**config.mk**
```make
export PLATFORM = sky130hd
export DESIGN_NAME = alaw_codec
export DESIGN_NICKNAME = d
export VERILOG_FILES = /design/src/rtl/alaw_pkg.sv /design/src/rtl/alaw_compress_core.sv /design/src/rtl/alaw_expand_core.sv /design/src/rtl/alaw_codec.sv
export SDC_FILE = /design/constraint.sdc
export NUM_CORES = 1
export LEC_CHECK = 0
export ABC_AREA = 1
export BUFFER_PORTS_ARGS = -buffer_cell sky130_fd_sc_hd__buf_4
export CORE_ASPECT_RATIO = 0.6
export CORE_MARGIN = 5
export CORE_UTILIZATION = 45
export DETAILED_ROUTE_END_ITERATION = 12
export PLACE_DENSITY = 0.7
export SLEW_MARGIN = 30
export SYNTH_ARGS = -nofsm -noshare
export SYNTH_HDL_FRONTEND = slang
export SYNTH_SLANG_ARGS = --single-unit
```
**constraint.sdc**
```tcl
create_clock -name clk -period 3.8 [get_ports clk]
set_input_delay 0.76 -clock clk [delete_from_list [all_inputs] [get_ports clk]]
set_output_delay 0.76 -clock clk [all_outputs]
set_load 0.02 [all_outputs]
```
**src/rtl/alaw_pkg.sv**
```systemverilog
package alaw_pkg;
    // Widths of the sample, its magnitude and the code fields
    parameter int SAMPLE_W = 13;
    parameter int MAG_W    = 12;
    parameter int CHORD_W  = 3;
    parameter int STEP_W   = 4;
    parameter logic [7:0] INV_MASK = 8'h55;

    localparam int CODE_W     = 1 + CHORD_W + STEP_W;
    localparam int LIN_TOP    = STEP_W + 1;          // highest bit position of the linear segment
    localparam int LIN_MAX    = (1 << LIN_TOP) - 1;  // largest magnitude in segment 0
    localparam int CHORD_MAX  = (1 << CHORD_W) - 1;
    localparam int STEP_MAX   = (1 << STEP_W) - 1;

    typedef logic [SAMPLE_W-1:0] sample_t;
    typedef logic [CODE_W-1:0]   code_t;

    typedef struct packed {
        logic               neg;
        logic [CHORD_W-1:0] chord;
        logic [STEP_W-1:0]  step;
    } fields_t;

    typedef struct packed {
        logic    enc_v;
        code_t   enc_code;
        logic    dec_v;
        sample_t dec_sample;
    } codec_state_t;
endpackage

```
**src/rtl/alaw_compress_core.sv**
```systemverilog
module alaw_compress_core
    import alaw_pkg::*;
(
    input  sample_t sample_i,
    output code_t   code_o
);
    sample_t mag_d;
    logic    sat_d;
    fields_t fld_d;

    always_comb begin
        mag_d = sample_i[SAMPLE_W-1] ? (~sample_i + SAMPLE_W'(1)) : sample_i;
        sat_d = (mag_d > sample_t'((1 << MAG_W) - 1));
        fld_d.neg   = sample_i[SAMPLE_W-1];
        fld_d.chord = '0;
        fld_d.step  = mag_d[STEP_W:1];
        if (sat_d) begin
            fld_d.chord = CHORD_W'(CHORD_MAX);
            fld_d.step  = STEP_W'(STEP_MAX);
        end else begin
            // ascending scan: the highest set bit wins
            for (int p = LIN_TOP; p < MAG_W; p++) begin
                if (mag_d[p]) begin
                    fld_d.chord = CHORD_W'(p - STEP_W);
                    fld_d.step  = STEP_W'(mag_d >> (p - STEP_W));
                end
            end
        end
        code_o = code_t'(fld_d) ^ INV_MASK;
    end

    // outside saturation, a nonzero segment means the leading one sits at segment+4
    always_comb begin
        if (!sat_d && fld_d.chord != '0)
            a_r3_lead_pos: assert ((mag_d >> (fld_d.chord + STEP_W)) == sample_t'(1));
    end
endmodule

```
**src/rtl/alaw_expand_core.sv**
```systemverilog
module alaw_expand_core
    import alaw_pkg::*;
(
    input  code_t   code_i,
    output sample_t sample_o
);
    fields_t fld_d;
    sample_t mag_d;

    always_comb begin
        fld_d = fields_t'(code_i ^ INV_MASK);
        if (fld_d.chord == '0) begin
            mag_d = sample_t'({fld_d.step, 1'b1});
        end else begin
            mag_d = sample_t'({1'b1, fld_d.step}) << fld_d.chord;
            mag_d = mag_d | (sample_t'(1) << (fld_d.chord - 1'b1));
        end
        sample_o = fld_d.neg ? (~mag_d + SAMPLE_W'(1)) : mag_d;
    end

    // rebuilt magnitude always lies inside the representable 12-bit range and is nonzero
    always_comb begin
        a_r8_mag_range: assert (mag_d != '0 && mag_d < sample_t'(1 << MAG_W));
    end
endmodule

```
**src/rtl/alaw_codec.sv**
```systemverilog
module alaw_codec
    import alaw_pkg::*;
(
    input  logic                clk,
    input  logic                rst_n,
    input  logic                enc_in_valid,
    input  logic [12:0]         enc_sample,
    output logic                enc_out_valid,
    output logic [7:0]          enc_code,
    input  logic                dec_in_valid,
    input  logic [7:0]          dec_code,
    output logic                dec_out_valid,
    output logic [12:0]         dec_sample
);
    code_t        enc_code_d;
    sample_t      dec_sample_d;
    codec_state_t state_d, state_q;

    alaw_compress_core u_cmp (
        .sample_i (enc_sample),
        .code_o   (enc_code_d)
    );

    alaw_expand_core u_exp (
        .code_i   (dec_code),
        .sample_o (dec_sample_d)
    );

    always_comb begin
        state_d       = state_q;
        state_d.enc_v = enc_in_valid;
        state_d.dec_v = dec_in_valid;
        if (enc_in_valid) state_d.enc_code   = enc_code_d;
        if (dec_in_valid) state_d.dec_sample = dec_sample_d;
    end

    always_ff @(posedge clk) begin
        if (!rst_n) state_q <= '0;
        else        state_q <= state_d;
    end

    assign enc_out_valid = state_q.enc_v;
    assign enc_code      = state_q.enc_code;
    assign dec_out_valid = state_q.dec_v;
    assign dec_sample    = state_q.dec_sample;

    // strobes follow their inputs one clock later, data holds when idle
    a_r10_enc_strobe: assert property (@(posedge clk) disable iff (!rst_n)
        enc_in_valid |=> enc_out_valid);
    a_r10_enc_hold: assert property (@(posedge clk) disable iff (!rst_n)
        !enc_in_valid |=> (!enc_out_valid && $stable(enc_code)));
    a_r10_dec_strobe: assert property (@(posedge clk) disable iff (!rst_n)
        dec_in_valid |=> dec_out_valid);
    a_r10_dec_hold: assert property (@(posedge clk) disable iff (!rst_n)
        !dec_in_valid |=> (!dec_out_valid && $stable(dec_sample)));
    // polarity bit follows the sample sign
    a_r4_enc_polarity: assert property (@(posedge clk) disable iff (!rst_n)
        enc_in_valid |=> (enc_code[7] == $past(enc_sample[12])));
    // expanded sign follows the polarity bit
    a_r9_dec_sign: assert property (@(posedge clk) disable iff (!rst_n)
        dec_in_valid |=> (dec_sample[12] == $past(dec_code[7])));
endmodule

```
==> Yosys cells after proc, flatten, opt, wreduce, memory -nomap -nowiden <==
Index checks and enable logic that the tools add are counted.
{ "totals": {"regBits": 23} }
{ "classes": {"shifts": 2, "n_lt_le_gt_ge": 1, "n_bitwise": 5, "reduce_logical": 1, "n_addsub": 3, "n_mux": 11} }
{ "op_table": {"columns": ["cell", "n"], "rows": [
  ["$mux 7", 7],
  ["$mux 13", 3],
  ["$add 13x1->13 const B", 2],
  ["$not 13->13", 2],
  ["$gt 13x12->1 const B", 1],
  ["$or 13x13->13", 1],
  ["$shl 1x3->13 const A", 1],
  ["$shl 5x3->13", 1],
  ["$not 4->4", 2],
  ["$mux 5", 1],
  ["$logic_not 3->1", 1],
  ["$sub 3x1->3 const B", 1]
]} }

==> Longest topological paths before layout <==
Gate-level depths: netlist of the first run.
{ "depth": {"word_depth": 12, "depth_mapped": 17, "mapped_depth_nobuf": 17} }

==> Modules after synthesis <==
Synthesis of the first run repeated with hierarchy kept, for this count alone.
{ "hier_totals": {"hier_cells": 389, "hier_area_um2": 2269.7} }
{ "modules_own_cells": {"columns": ["module", "n_inst", "area_each_um2", "seq_area_each_um2", "cells_each"], "rows": [
  ["alaw_codec", 1, 940.9, 460.4, 139],
  ["alaw_compress_core", 1, 679.4, 0.0, 139],
  ["alaw_expand_core", 1, 649.4, 0.0, 111]
]} }

==> Worst setup path after synthesis of the first run <==
OpenSTA, ideal clock, no wires.
{ "synth_timing": {"path_kind": "in2reg", "from": "in dec_code[4]", "to": "reg state_q (netlist bit dec_sample[10])", "setup_time_ns": 0.113, "slack_ns": 1.668, "cell_stages": 15, "required_time_ns": 3.687, "arrival_time_ns": 2.019, "cell_sequence": "inv_2 nand2_1 o21ai_2 a21oi_1 nand2_1 o21ai_0 inv_1 ha_1 nand3_4 nor2_4 nand3_2 nand3_1 o21ai_1 o21ai_1 inv_1"} }
{ "synth_via": {"elab_chain_len": 8, "elab_cells_between_ends": 10, "classes_between": "add/sub (2); shift (2); mux (2); bitwise (3); reduce/logical (1)"} }
{ "synth_rtl": {"columns": ["element", "line", "source"], "rows": [
  ["from (decl)", "alaw_codec.sv:11", "input logic [7:0] dec_code,"],
  ["$not 4->4 (no source line) (*)", null, null],
  ["$sub 3x1->3", "alaw_expand_core.sv:16", "mag_d = mag_d | (sample_t'(1) << (fld_d.chord - 1'b1));"],
  ["$shl 1x3->13", "alaw_expand_core.sv:16", null],
  ["$or 13x13->13", "alaw_expand_core.sv:16", null],
  ["$mux 13 (*)", "alaw_expand_core.sv:12", "if (fld_d.chord == '0) begin"],
  ["$not 13->13", "alaw_expand_core.sv:18", "sample_o = fld_d.neg ? (~mag_d + SAMPLE_W'(1)) : mag_d;"],
  ["$add 13x1->13", "alaw_expand_core.sv:18", null],
  ["$mux 13 (*)", "alaw_expand_core.sv:18", null],
  ["to (signal assigned)", "alaw_codec.sv:39", "else state_q <= state_d;"],
  ["to (decl)", "alaw_codec.sv:17", "codec_state_t state_d, state_q;"]
]} }
Mark *: on every way between the ends. The rest lies on a longest branch, timed or not.
A chain may end at the register's enable or synchronous reset.

==> Final worst setup path of the first run <==
{ "layout_timing": {"from": "in dec_code[4]", "to": "reg state_q (netlist bit dec_sample[6])"} }
The elaborated chain is that of the path after synthesis.

==> results of run 1 <==
through the flow:
| step | std cells | setup WS, ps | total power (W) | utilization, % |
|---|---|---|---|---|
| 2_1_floorplan | 317 | 1668 | 0.0004544 | - |
| 3_3_place_gp | 416 | 1259 | 0.0005429 | 56.22 |
| 3_5_place_dp | 416 | 1260 | 0.0005423 | 56.22 |
| 4_1_cts | 420 | 1529 | 0.0006910 | 57.32 |
| 5_1_grt | 420 | 1339 | 0.0007362 | 57.32 |
| 6_report | 420 | 1497 | 0.0006880 | 57.32 |
synthesized netlist by cell type (3+ instances only):
cell	count
o21ai_2	4
o21ai_0	23
inv_2	11
o211ai_1	3
nand2_2	7
inv_1	39
nand2_1	94
clkbuf_1	5
nor2_1	21
nand3_1	19
nor2_4	4
dfxtp_1	23
a21oi_1	23
xor2_1	5
o21ai_1	8
sequential cells by signal, summed over array words and instances (netlist names):
| signal | count |
|---|---|
| dec_sample | 13 |
| enc_out_valid | 1 |
| dec_out_valid | 1 |
| enc_code | 8 |
cell families after synthesis:
group / count (synthesis) / share of synthesized area (%)
compound gates: 72 / 22.32
buf+inv: 58 / 12.03
flops: 23 / 23.80
xor+xnor: 7 / 4.140
simple gates: 155 / 36.42
fa+ha+maj: 2 / 1.293
layout by cell type (no fill, tap or decap), types with 2 or more instances in the layout:
cell / count
a21oi_1: 23
a21oi_2: 2
a31oi_1: 2
buf_4: 47
clkbuf_8: 3
dfxtp_1: 23
ha_1: 2
inv_1: 39
inv_2: 11
nand2_1: 94
nand2_2: 7
nand2_4: 2
nand3_1: 19
nand4_1: 2
nor2_1: 21
nor2_2: 2
nor2_4: 4
o211ai_1: 3
o21ai_0: 23
o21ai_1: 8
o21ai_2: 4
o221ai_1: 2
xor2_1: 5
worst min path at each step:
| stage | endpoint | start | slack (ps) | depth (start not counted) |
|---|---|---|---|---|
| 2_1_floorplan | enc_code[2]$_SDFFE_PN0P_ | enc_code[2]$_SDFFE_PN0P_ | 540 | 2 |
| 3_3_place_gp | enc_code[4]$_SDFFE_PN0P_ | enc_code[4]$_SDFFE_PN0P_ | 460 | 2 |
| 3_5_place_dp | enc_code[6]$_SDFFE_PN0P_ | enc_code[6]$_SDFFE_PN0P_ | 460 | 2 |
| 4_1_cts | enc_code[6]$_SDFFE_PN0P_ | enc_code[6]$_SDFFE_PN0P_ | 470 | 2 |
| 5_1_grt | enc_code[6]$_SDFFE_PN0P_ | enc_code[6]$_SDFFE_PN0P_ | 490 | 2 |
| 6_report | enc_code[6]$_SDFFE_PN0P_ | enc_code[6]$_SDFFE_PN0P_ | 470 | 2 |
critical path, cell delays in order:
cell,delay [ps]
buf_4,140
inv_2,100
nand2_1,70
o21ai_2,80
a21oi_1,100
nand2_1,100
o21ai_0,80
inv_1,70
ha_1,240
nand3_4,110
nor2_4,120
nand4_1,140
nand3_1,100
nand2_1,50
nor2_1,130
nor2_1,60
metal layers:
layer | up-vias | track usage [%] | routed length (um)
met5 | - | 0 | 0
met4 | 0 | 1.232 | 8
met3 | 2 | 4.337 | 418
met2 | 86 | 24.15 | 1839
met1 | 868 | 30.75 | 2792
li1 | 1105 | - | -
power groups by stage:
stage	combinational, W	sequential (W)	clock, W
3_3_place_gp	0.000267	0.000276	0
6_report	0.000270	0.000271	0.000148
5_1_grt	0.000301	0.000273	0.000162
3_5_place_dp	0.000266	0.000276	0
2_1_floorplan	0.000157	0.000298	0
4_1_cts	0.000267	0.000271	0.000153
area by class of cell:
class / count / area (sq um) / share of cell area (%)
sequential: 23 / 460.4 / 19.49
tap: 60 / 75.07 / 3.178
inverter: 50 / 187.7 / 7.945
multi-input combinational: 236 / 1241 / 52.54
clock buffer: 4 / 45.04 / 1.907
timing repair buffer: 47 / 352.8 / 14.94
==> results.toml, run 1 <==
[clocking]
cts_sinks = 23
cts_hold_buf = 0
cts_resized = 0
clk_path_buf_depth = 2
clk_pin_slew_ps = 80
insertion_delay_ps = 260
h-tree-depth = 1
post-cts-setup-buffers = 0
cts_root_buf = "clkbuf_8"
cts_tree = "done"
cts_buffers = 3

[global_routing]
first_global_vias = 1738
grt_antenna_before_repair = 0
grt_overflow = 0
groute.usage.overall_pct = 18.50
grt_max_degree = 22
grt_pass1_wl_mm = 8.321

[synthesis]
synth_top_cell_area_share_pct = 23.80
synth_edf_count = 0
synth_cells = 317
ys_ff_latch = 23
synth_warnings = 0
synth_area_leaders = "dfxtp_1 (24%), nand2_1 (18%), inv_1 (7.6%), a21oi_1 (6.0%), o21ai_0 (6.0%)"
syn_area_sq_um = 1934
postSynthAreaPerCell_sq_um = 6.102
synth_cell_types = 35
synth_top_cell_by_area = "dfxtp_1"
async_flop_share_pct = 0
seq_area_frac_synth_pct = 23.80
syn_nets = 344
yosys_most_used_dff = "dfxtp_1"

[pwr]
p_leak_nw = 1.241
clockPowerShare_pct = 21.4
power.density_nw_per_um2 = 291.2
p_sw_w = 0.0002508
combPwrFrac_pct = 39.2
p_seq_share_pct = 39.3
ir_drop_mv = 0.1622
p_int_w = 0.0004371
swShare_pct = 36.46

[sta]
grt_setup_unrepaired = "no"
fmax_mhz = 434.1
whs_ps = 467.0
finalSetupViolCount = 0
fin_crit_ps = 2303
worst_pin_slew_ps = 648.9
finalHoldViolations = 0
skew_ps = 0
maxSlewViolCount = 0
max_slew_margin_pct = 56.27
setup_total_negative_slack_ps = 0
fin_crit_sh_pct = 60.62

[place]
place.port_buffers = 47
gp_congestion = 0.9345
dp_hpwl_mm = 4.113
placed_area_sq_um = 2317

[setup_path]
critPathLaunchType = "input pin"
cp.arrival_ps = 2460
r2r_cells = 3
crit_type = "input pin to register"
r2r-end = "dec_sample[4]$_SDFFE_PN0P_"
end_kind = "register"
rr_startpoint = "dec_sample[4]$_SDFFE_PN0P_"
r2r_setup_slack_ps = 3120
critPathMaxFanout = 7
cp-startpoint = "dec_code[4]"
crit_end = "dec_sample[6]$_SDFFE_PN0P_"
cp.required_ps = 3950

[layout]
fin_nets = 388
synthToLayoutAreaGrowth_pct = 22.12
design_area_sq_um = 2362
nFillCells = 437
n_antenna_cell = 0
drive_gt1_share_pct = 24.44

[die]
initial_core_util_pct = 46.93
coreArea_sq_um = 4121
rows = 18
design.die.area_sq_um = 5753
dieWidth_um = 94.64
io_pins = 48
dieHeight_um = 60.79

[detailed_routing]
post_drt_wl_per_cell_um = 12.04
drt_pass1_iterations = 5
vias = 2061
totalWireLength_mm = 5.058
drc_errors = 0
viasPerCell = 4.907
drt_iter0_markers = 183
antenna_left = 0

[min_path]
worstHoldPathType = "register to register"

[run]
maxCapViolations = 0

[status]
status = "finished clean"
(Power assumes the default switching activity.)
==> run 2: changes to the inputs <==
--- a/config.mk
+++ b/config.mk
@@ -11,7 +11,7 @@
 export CORE_MARGIN = 5
 export CORE_UTILIZATION = 45
 export DETAILED_ROUTE_END_ITERATION = 12
-export PLACE_DENSITY = 0.7
+export PLACE_DENSITY = 0.73
 export SLEW_MARGIN = 30
 export SYNTH_ARGS = -nofsm -noshare
 export SYNTH_HDL_FRONTEND = slang
==> constraint.sdc (replaced) <==
create_clock -name clk -period 2.1 [get_ports clk]
set_input_delay 0.42 -clock clk [delete_from_list [all_inputs] [get_ports clk]]
set_output_delay 0.42 -clock clk [all_outputs]
set_load 0.02 [all_outputs]
==> results.toml, run 2 (same netlist as run 1, synthesis figures left out) <==
[setup_path]
slowest_delay_ps = 260
critPathLaunchType = "input pin"
crit_type = "input pin to register"
cp.required_ps = 2270
end_kind = "register"
crit_family = "simple AND/OR/NAND/NOR gates"
cp_num_buf_inv = 4
path_cells = "buf_4 > inv_2 > nand2_1 > o21ai_2 > a21oi_1 > nand2_1 > o21ai_0 > inv_1 > ha_1 > nand3_4 > nor2_4 > nand3_2 > nand3_1 > o21ai_1 > o21ai_1 > inv_1"
cp.arrival_ps = 2120
critPathMaxFanout = 7
slowest_stage = "ha_1"

[layout]
largest_reg_flops = 13
fin_nets = 393
mostFrequentLayoutCell = "nand2_1"
drive_gt1_share_pct = 25.75
n_antenna_cell = 0
synthToLayoutAreaGrowth_pct = 24.13
final_cell_mix = "nand2_1 (94), buf_4 (52), inv_1 (39)"
design_area_sq_um = 2401
fin_util_pct = 58.26

[clocking]
clk_pin_slew_ps = 80
cts_hold_buf = 0
post-cts-setup-buffers = 0
cts_buffers = 3
cts_resized = 0
h-tree-depth = 1
clk_path_buf_depth = 2
cts_sinks = 23
cts_root_buf = "clkbuf_8"
cts_tree = "done"
insertion_delay_ps = 270

[status]
status = "finished clean"

[pwr]
p_leak_nw = 1.267
ir_drop_mv = 0.2703
p_total_w = 0.001266
power.density_nw_per_um2 = 527.1

[sta]
fin_crit_sh_pct = 92.88
whs_ps = 416.4
grt_setup_unrepaired = "no"
max_slew_margin_pct = 78.59
fmax_mhz = 512.7
finalSetupViolCount = 0
skew_ps = 0
finalHoldViolations = 0
worst_pin_slew_ps = 320.3
setup_total_negative_slack_ps = 0
maxSlewViolCount = 0
fin_crit_ps = 1951

[global_routing]
grt_max_degree = 22
first_global_vias = 1754
grt_pass1_wl_mm = 8.355
grt_antenna_before_repair = 0
grt_overflow = 0
groute.usage.overall_pct = 18.34

[die]
initial_core_util_pct = 46.93
dieWidth_um = 94.64
io_pins = 48
coreArea_sq_um = 4121
dieHeight_um = 60.79
rows = 18
design.die.area_sq_um = 5753

[place]
placed_area_sq_um = 2355
dp_hpwl_mm = 4.220
gp_congestion = 0.9619
place.port_buffers = 47

[detailed_routing]
post_drt_wl_per_cell_um = 12.42
viasPerCell = 5.096
antenna_left = 0
vias = 2166
drt_iter0_markers = 181
drt_pass1_iterations = 6
totalWireLength_mm = 5.277
drc_errors = 0

[min_path]
worstHoldPathType = "input pin to register"

[run]
maxCapViolations = 0
-- run 2: cell types whose count changed in the layout (fill, tap and decap cells not counted), sizes merged --
cell and delta:
clkinv +1, buf +5, clkbuf -1
-- run 2: worst register-to-register path, delay by kind of cell, from the launching register on --
kind	cells	cell delay, ps
flops	1	320
compound gates	2	240
buf+inv	1	30
-- run 2: per-stage QoR --
stage / instances / setup WS, ps
global route: 425 / 20.71
floorplan: 317 / 308.4
CTS: 425 / 194.0
global placement: 421 / -106.6
finish: 425 / 149.5
detailed placement: 421 / -78.28
-- run 2: final timing paths --
check | start | end | slack, ps | cells past startpoint
worst max-delay path | dec_code[4] | dec_sample[10]$_SDFFE_PN0P_ | 150 | 16
worst min-delay path | enc_in_valid | enc_code[7]$_SDFFE_PN0P_ | 420 | 2
worst max register to register | dec_sample[4]$_SDFFE_PN0P_ | dec_sample[4]$_SDFFE_PN0P_ | 1420 | 3
worst min register to register | enc_code[4]$_SDFFE_PN0P_ | enc_code[4]$_SDFFE_PN0P_ | 480 | 2
-- run 2: metal layers --
| metal | wire [um] | global-route usage (%) | up-vias | part of all wire (%) |
|---|---|---|---|---|
| met5 | 0 | 0 | - | 0 |
| met4 | 14 | 2.464 | 0 | 0.27 |
| met3 | 382 | 3.841 | 7 | 7.2 |
| met2 | 1999 | 24.15 | 85 | 38 |
| met1 | 2881 | 30.13 | 963 | 55 |
| li1 | - | - | 1111 | - |
-- run 2: power by group --
group | internal [W] | total (W) | switching [W]
combinational | 0.000192 | 0.000499 | 0.000306
sequential | 0.000471 | 0.000490 | 0.0000190
clock | 0.000133 | 0.000277 | 0.000145
total | 0.000796 | 0.00127 | 0.000470
-- run 2: cell type report --
class	count	area, sq um
clock inverters	1	5.005
inverters	50	187.7
multi-input cells	236	1241
well taps	60	75.07
repair buffers	52	390.4
clock buffers	3	41.29
fillers	421	1720
flip-flops and latches	23	460.4
==> run 3: changes to the inputs <==
--- a/config.mk
+++ b/config.mk
@@ -5,13 +5,13 @@
 export SDC_FILE = /design/constraint.sdc
 export NUM_CORES = 1
 export LEC_CHECK = 0
-export ABC_AREA = 1
+export ABC_AREA = 0
 export BUFFER_PORTS_ARGS = -buffer_cell sky130_fd_sc_hd__buf_4
 export CORE_ASPECT_RATIO = 0.6
 export CORE_MARGIN = 5
 export CORE_UTILIZATION = 45
 export DETAILED_ROUTE_END_ITERATION = 12
-export PLACE_DENSITY = 0.73
+export PLACE_DENSITY = 0.72
 export SLEW_MARGIN = 30
 export SYNTH_ARGS = -nofsm -noshare
 export SYNTH_HDL_FRONTEND = slang
==> results.toml, run 3 <==
[status]
status = "complete, but fails checks"
violations = "setup timing"

[synthesis]
synth_top_cell_by_area = "dfxtp_1"
yosys_most_used_dff = "dfxtp_1"
yosysMostFrequentCell = "o21ai_0"
syn_area_sq_um = 2172
ys_top_cells_by_count = "o21ai_0 (26), dfxtp_1 (23), nor2_1 (19), nor2b_1 (18), nand2_1 (15)"
synth_cell_types = 59
syn_nets = 316
postSynthAreaPerCell_sq_um = 7.516
synth_edf_count = 0
async_flop_share_pct = 0
synth_top_cell_area_share_pct = 21.20
synth_area_leaders = "dfxtp_1 (21%), o21ai_0 (6.0%), nor2b_1 (5.2%), mux2i_1 (3.7%), xnor2_1 (3.6%)"
synth_warnings = 0
ys_ff_latch = 23
synth_cells = 289
seq_area_frac_synth_pct = 21.20

[die]
initial_core_util_pct = 47.10
coreArea_sq_um = 4612
rows = 19
design.die.area_sq_um = 6362
dieWidth_um = 99.69
io_pins = 48
dieHeight_um = 63.82

[sta]
fmax_mhz = 444.6
setup_total_negative_slack_ps = -357.4
fin_crit_sh_pct = 107.1
maxSlewViolCount = 0
finalSetupViolCount = 6
whs_ps = 473.4
max_slew_margin_pct = 69.00
grt_setup_unrepaired = "yes"
skew_ps = 0
setup_ws_ps = -149.2
finalHoldViolations = 0
worst_pin_slew_ps = 462.9
fin_crit_ps = 2249

[setup_path]
cp.arrival_ps = 2450
crit_family = "compound AO/OA/AOI/OAI gates"
critPathLaunchType = "input pin"
slowest_delay_ps = 580
crit_type = "input pin to register"
end_kind = "register"
path_cells = "buf_4 > or4_4 > buf_6 > o31ai_4 > xnor2_2 > o21bai_1 > a311o_2 > a211oi_2"
critPathMaxFanout = 7
slowest_stage = "or4_4"
cp.required_ps = 2300
cp_num_buf_inv = 2

[global_routing]
grt_pass1_wl_mm = 11.91
top_usage_layer = "met1"
grt_overflow = 0
groute.usage.overall_pct = 23.22
first_global_vias = 2357
met2_usage_pct = 30.32
use_met1_pct = 37.11
grt_antenna_before_repair = 0
grt_util_met3_pct = 7.283
grt_max_degree = 24

[clocking]
clk_path_buf_depth = 2
clk_pin_slew_ps = 90
cts_tree = "done"
cts_buffers = 3
h-tree-depth = 1
insertion_delay_ps = 270
cts_sinks = 23
cts_root_buf = "clkbuf_8"

[run]
maxCapViolations = 0

[layout]
largest_reg_flops = 13
final_cells = 452
mostFrequentLayoutCell = "buf_4"
final_cell_mix = "buf_4 (109), o21ai_0 (24), dfxtp_1 (23)"
fin_nets = 417
multi_input_area_sq_um = 1670
synthToLayoutAreaGrowth_pct = 47.58
n_antenna_cell = 0
nFillCells = 398
regArea_sq_um = 460.4
drive_gt1_share_pct = 37.79
design_area_sq_um = 3206

[detailed_routing]
drc_errors = 0
drt_iter0_markers = 336
vias = 2658
antenna_left = 0
post_drt_wl_per_cell_um = 16.88
drt_pass1_iterations = 5
viasPerCell = 5.881
totalWireLength_mm = 7.628

[place]
gp_congestion = 0.9757
place.port_buffers = 47
dp_cells = 443
dp_hpwl_mm = 5.938
placed_area_sq_um = 3029

[pwr]
ir_drop_mv = 0.2633
power.density_nw_per_um2 = 454.0
p_leak_nw = 1.407

[min_path]
worstHoldPathType = "input pin to register"
==> run 3: changes by cell type after synthesis, sizes merged, moves of 11 or more <==
cell,previous run,this run
nand3,21,9
a21oi,25,12
inv,50,10
nor2b,0,18
nand2b,0,11
nand2,103,15
==> run 3: kinds of logic (layout without fill, tap and decap cells) <==
kind of cell | count (synthesis) | in the layout | synth area share, %
adder cells (fa/ha/maj) | 2 | 2 | 1.152
AND/OR/NAND/NOR | 102 | 102 | 25.00
flip-flops | 23 | 23 | 21.20
buffers and inverters | 32 | 132 | 6.509
XOR/XNOR | 14 | 14 | 5.991
AO/OA/AOI/OAI | 107 | 107 | 35.95
multiplexers | 9 | 9 | 4.205
==> run 3: per-stage QoR <==
step,util (%),total power (W),setup slack [ps]
4_1_cts,67.82,0.001423,-100.6
3_3_place_gp,65.68,0.001120,-433.6
6_report,69.51,0.001455,-149.2
5_1_grt,69.51,0.001540,-206.7
3_5_place_dp,65.68,0.001126,-504.7
2_1_floorplan,-,0.0008390,-388.0
==> run 3: layout make-up <==
class                   instances  share of cell area [%]
clock buffers                   3                   1.288
repair buffers                117                   28.34
inverters                      11                   1.288
well taps                      63                   2.459
flip-flops and latches         23                   14.36
clock inverters                 1                  0.1561
multi-input cells             234                   52.11
==> run 3: path summary, 6_finish.rpt <==
| path | from | endpoint | slack [ps] | depth (start not counted) |
|---|---|---|---|---|
| max | enc_sample[4] | enc_code[1]$_SDFFE_PN0P_ | -150 | 8 |
| min | enc_in_valid | enc_out_valid$_SDFF_PN0_ | 470 | 2 |
| max reg2reg | dec_sample[8]$_SDFFE_PN0P_ | dec_sample[8]$_SDFFE_PN0P_ | 1180 | 4 |
| min reg2reg | dec_sample[1]$_SDFFE_PN0P_ | dec_sample[1]$_SDFFE_PN0P_ | 490 | 1 |
==> run 3: layer usage <==
layer	up-vias	share of wire [%]
li1	1284	-
met1	1222	49
met2	139	38
met3	13	12
met4	0	0.84
met5	-	0
==> run 3: power by group <==
part	switching, W	total (W)	internal (W)
clock network	0.000150	0.000283	0.000133
registers	0.0000196	0.000489	0.000469
logic	0.000357	0.000684	0.000327
==> run 3: timing repair <==
item	4_1_cts	5_1_grt
resized for setup	7	15
setup endpoints to repair	6	7
pin swaps	13	5
setup buffers	3	2
hold buffers	0	0
